==> src/rtl/wdt_dual_pkg.sv <==
package wdt_dual_pkg;
  typedef enum logic {
    ST_IDLE = 1'b0,
    ST_HOLD = 1'b1
  } wd_state_e;
endpackage

==> src/rtl/wdt_divider.sv <==
module wdt_divider #(
  parameter int unsigned DIV_W = 16
) (
  input  logic clk_i,
  input  logic rst_ni,
  output logic wrap_o
);
  localparam int unsigned MSB = DIV_W - 1;
  localparam logic [DIV_W-1:0] ONE = {{(DIV_W-1){1'b0}}, 1'b1};

  logic [DIV_W-1:0] cnt_q;
  logic             msb_q;

  always_ff @(posedge clk_i or negedge rst_ni) begin
    if (!rst_ni) begin
      cnt_q <= '0;
      msb_q <= 1'b0;
    end else begin
      cnt_q <= cnt_q + ONE;
      msb_q <= cnt_q[MSB];
    end
  end

  // falling edge of the top bit marks the all-ones to zero wrap
  assign wrap_o = msb_q & ~cnt_q[MSB];
endmodule

==> src/rtl/wdt_flags.sv <==
module wdt_flags (
  input  logic clk_i,
  input  logic rst_ni,
  input  logic wrap_i,
  input  logic restart_i,
  input  logic clear_i,
  output logic first_o,
  output logic second_o
);
  logic first_q, second_q;

  always_ff @(posedge clk_i or negedge rst_ni) begin
    if (!rst_ni) begin
      first_q  <= 1'b0;
      second_q <= 1'b0;
    end else if (restart_i || clear_i) begin
      // clearing wins over a coincident wrap
      first_q  <= 1'b0;
      second_q <= 1'b0;
    end else if (wrap_i) begin
      if (first_q) second_q <= 1'b1;
      else         first_q  <= 1'b1;
    end
  end

  assign first_o  = first_q;
  assign second_o = second_q;
endmodule

==> src/rtl/wdt_stretch.sv <==
module wdt_stretch
  import wdt_dual_pkg::*;
#(
  parameter int unsigned HOLD_CYCLES = 4
) (
  input  logic clk_i,
  input  logic rst_ni,
  input  logic trip_i,
  output logic req_o,
  output logic done_o
);
  localparam int unsigned HCW = (HOLD_CYCLES > 1) ? $clog2(HOLD_CYCLES) : 1;
  localparam logic [HCW-1:0] LAST = HCW'(HOLD_CYCLES - 1);
  localparam logic [HCW-1:0] STEP = {{(HCW-1){1'b0}}, 1'b1};

  wd_state_e      state_q;
  logic [HCW-1:0] hold_q;
  logic           last_w;

  assign last_w = (state_q == ST_HOLD) && (hold_q == LAST);

  always_ff @(posedge clk_i or negedge rst_ni) begin
    if (!rst_ni) begin
      state_q <= ST_IDLE;
      hold_q  <= '0;
    end else begin
      unique case (state_q)
        ST_IDLE: begin
          hold_q <= '0;
          if (trip_i) state_q <= ST_HOLD;
        end
        ST_HOLD: begin
          if (last_w) begin
            state_q <= ST_IDLE;
            hold_q  <= '0;
          end else begin
            hold_q <= hold_q + STEP;
          end
        end
        default: state_q <= ST_IDLE;
      endcase
    end
  end

  assign req_o  = (state_q == ST_HOLD);
  assign done_o = last_w;
endmodule

==> src/rtl/wdt_dual_trip.sv <==
module wdt_dual_trip #(
  parameter int unsigned DIV_W       = 16,
  parameter int unsigned HOLD_CYCLES = 4
) (
  input  logic clk_i,
  input  logic rst_ni,
  input  logic wdt_en_i,
  input  logic restart_i,
  output logic rst_req_o,
  output logic flag_first_o,
  output logic flag_second_o
);
  logic wrap_w, done_w, first_w, second_w, req_w, trip_w;

  wdt_divider #(.DIV_W(DIV_W)) u_div (
    .clk_i (clk_i),
    .rst_ni(rst_ni),
    .wrap_o(wrap_w)
  );

  wdt_flags u_flags (
    .clk_i    (clk_i),
    .rst_ni   (rst_ni),
    .wrap_i   (wrap_w),
    .restart_i(restart_i),
    .clear_i  (done_w),
    .first_o  (first_w),
    .second_o (second_w)
  );

  assign trip_w = second_w & wdt_en_i;

  wdt_stretch #(.HOLD_CYCLES(HOLD_CYCLES)) u_hold (
    .clk_i (clk_i),
    .rst_ni(rst_ni),
    .trip_i(trip_w),
    .req_o (req_w),
    .done_o(done_w)
  );

  assign rst_req_o     = req_w;
  assign flag_first_o  = first_w;
  assign flag_second_o = second_w;
endmodule

==> config.mk <==
export PLATFORM = sky130hd
export DESIGN_NAME = wdt_dual_trip
export DESIGN_NICKNAME = d
export VERILOG_FILES = /design/src/rtl/wdt_dual_pkg.sv /design/src/rtl/wdt_divider.sv /design/src/rtl/wdt_flags.sv /design/src/rtl/wdt_stretch.sv /design/src/rtl/wdt_dual_trip.sv
export SDC_FILE = /design/constraint.sdc
export NUM_CORES = 1
export LEC_CHECK = 0
export ABC_AREA = 1
export BUFFER_PORTS_ARGS = -buffer_cell sky130_fd_sc_hd__buf_2
export CORE_MARGIN = 2
export CORE_UTILIZATION = 58
export DETAILED_ROUTE_END_ITERATION = 10
export PLACE_DENSITY = 0.77
export SETUP_SLACK_MARGIN = 0.2
export SLEW_MARGIN = 20
export SYNTH_ARGS = -nofsm -noshare
export SYNTH_HDL_FRONTEND = slang
export SYNTH_SLANG_ARGS = --single-unit
==> constraint.sdc <==
create_clock -name clk_i -period 3 [get_ports clk_i]
set_input_delay 0.6 -clock clk_i [delete_from_list [all_inputs] [get_ports clk_i]]
set_output_delay 0.6 -clock clk_i [all_outputs]
set_load 0.02 [all_outputs]
==> out/qor.csv <==
metric,value,unit
fin cells,137,
TNS Setup,0,ns
fin crit period,1.50,ns
Area after DPL,0.00107,mm²
status,completed,
share of post-route cells with drive strength above 1,0.217,
Syn Area/Cell,9.26,µm²
Post-Route Skew,0.00671,ns
post-CTS setup buffers,0,
CP Class,register to primary output,
Hold Buf Count CTS,0,
DRC,0,
Met3 Routed Length,30,µm
dpl cells,133,
Initial Util,0.603,
WP buf/inv,1,
worst reg2reg path depth,6,
Power per Cell Area,469,mW/mm²
Power Total,527,µW
CTS Buf Count,3,
Post-Syn Area,0.00102,mm²
Synth area leader,dfrtp_1,
top cell type's share of synthesized area,0.541,
"FF+latch count, synth",22,
most instantiated library cell after synthesis,nand2_1,
core area,0.00169,mm²
vias per inst,5.15,
gpl congestion,0.801,
Gate Count Post-Synth,110,
gr usage total,0.176,
number of placed I/O pins,7,
count of cell types in the netlist,20,
critical path launch point type,register,
die area,0.00211,mm²
RSZ-0062 raised after global routing,false,
post-cts resize count,0,
H-tree depth,1,
Routed WL,1610,µm
WL per Instance,11.7,µm
worst setup path startpoint,u_hold.req_o,
FP Rows,15,
fmax,665,MHz
chip width,45.9,µm
worst endpoint required time,2.40,ns
top sig layer,met4,
first-pass GRT wire length,2590,µm
Commonest cells post-synth,"28 x nand2_1, 22 x dfrtp_1, 11 x inv_1, 7 x nor2_1, 7 x nor2_2",
initial antenna violation count,0,
max cap viols,0,
Final ANT Viol Nets,0,
Syn. warnings,0,
Top delay family on crit path,flip-flops,
Area contributors post-synth,"dfrtp_1 54%, nand2_1 10%, nor2_2 4.3%",
"EDFF count, synth",0,
via count,705,
FF-to-FF End,u_div.cnt_q[14],
CP arrival,0.90,ns
CTS tree,yes,
"Primary FF master, synth",dfrtp_1,
# nets final,127,
Chip Height,45.9,µm
clock-pin slew of the registers on the worst-case setup and hold paths,0.12,ns
Worst slew margin,0.699,
asr flop ratio synth,1.00,
Reg-to-Reg Start,u_div.cnt_q[0],
Hold Path Class,input pin to async pin,
Post-DP HPWL,1230,µm
TritonRoute pass-1 iters,4,
"Setup violations, final",0,
GRT Residual Overflow,0,
CTS root buffer,clkbuf_4,
Ant. Diodes,0,
period utilization,0.501,
Slew @ Worst Pin,0.452,ns
vias in the first global route,620,
Slew Limit Fails,0,
Area Overhead vs Synth,10.2,%
Iter 0 DRT Violations,9,
"Largest stage delay, worst path",0.43,ns
Hold Fails Final Rpt,0,
pin count of the biggest net entering global routing,23,
endpoint class of the critical path,primary output,
port bufs,6,
"Clk Latency, worst-skew pair",0.31,ns
hold_ws,0.218,ns
Clock Sink Count,22,
Mapped Nets,116,
Clock Path Buffers,2,
CP Cell Sequence,buf_2,
leakage,0.551,nW
r2r setup slk,1.81,ns
post-route cell area,0.00112,mm²
metal2 WL,775,µm
slowest library cell on the worst path,dfrtp_1,
"Seq/Total Area, Yosys",0.541,
Post-Route M1 WL,763,µm
crit path max fanout,4,
peak supply drop,301,µV
==> cells in the final DEF, fill, tap and decap left out <==
cell / instances
o21ai_1: 3
nor2_2: 7
a21oi_1: 2
xnor2_1: 4
o21bai_1: 1
nand3_1: 6
ha_1: 2
nand2_1: 28
xor2_1: 3
dfrtp_1: 22
clkinv_1: 1
nand2_2: 4
nor2_1: 7
nand3_2: 1
nand2_4: 1
bufinv_16: 1
buf_2: 6
nand3b_1: 1
inv_2: 1
clkbuf_4: 3
nand4_1: 3
inv_1: 11
nor2_4: 2
==> per-stage QoR <==
stage | setup WS, ns | util
floorplan | 1.93 | -
global placement | 1.85 | 0.633
detailed placement | 1.82 | 0.633
CTS | 1.49 | 0.664
global route | 1.46 | 0.664
finish | 1.50 | 0.664
==> logic make-up after synthesis <==
logic type / count (synthesis) / share of synthesized area
flip-flops: 22 / 0.541
buffers and inverters: 13 / 0.0479
AND/OR/NAND/NOR: 60 / 0.295
XOR/XNOR: 7 / 0.0602
AO/OA/AOI/OAI: 6 / 0.0319
adder cells (fa/ha/maj): 2 / 0.0246
==> power breakdown <==
| group | switching [mW] | total, mW | internal, mW |
|---|---|---|---|
| sequential | 0 | 0.296 | 0.296 |
| clock | 0.0878 | 0.223 | 0.135 |
| combinational | 0.00575 | 0.00753 | 0.00178 |
==> worst max path at each step <==
stage                       to  slack (ns)  depth (start not counted)
2_1_floorplan  u_div.cnt_q[10]        1.93                          6
3_3_place_gp         rst_req_o        1.85                          1
3_5_place_dp   u_div.cnt_q[14]        1.82                          6
4_1_cts              rst_req_o        1.49                          1
5_1_grt              rst_req_o        1.46                          1
6_report             rst_req_o        1.50                          1
==> sequential cells by signal, indices dropped and copies added, names as in the netlist <==
name,flops
u_div.msb_q,1
u_flags.first_o,1
u_hold.hold_q,2
u_hold.req_o,1
u_div.cnt_q,16
u_flags.second_o,1
==> metal layers <==
metal,vias up,track usage
met5,-,0
met4,0,0.0857
met3,5,0.0357
met1,329,0.213
met2,9,0.294
li1,362,-
==> final cells by class <==
class | instances | area (µm²)
Clock buffer | 3 | 22.5
Clock inverter | 1 | 30.0
Fill cell | 143 | 567
Inverter | 13 | 48.8
Multi-Input combinational cell | 75 | 419
Sequential cell | 22 | 551
Tap cell | 17 | 21.3
Timing Repair Buffer | 6 | 30.0
Power figures use the tool's default switching activity.
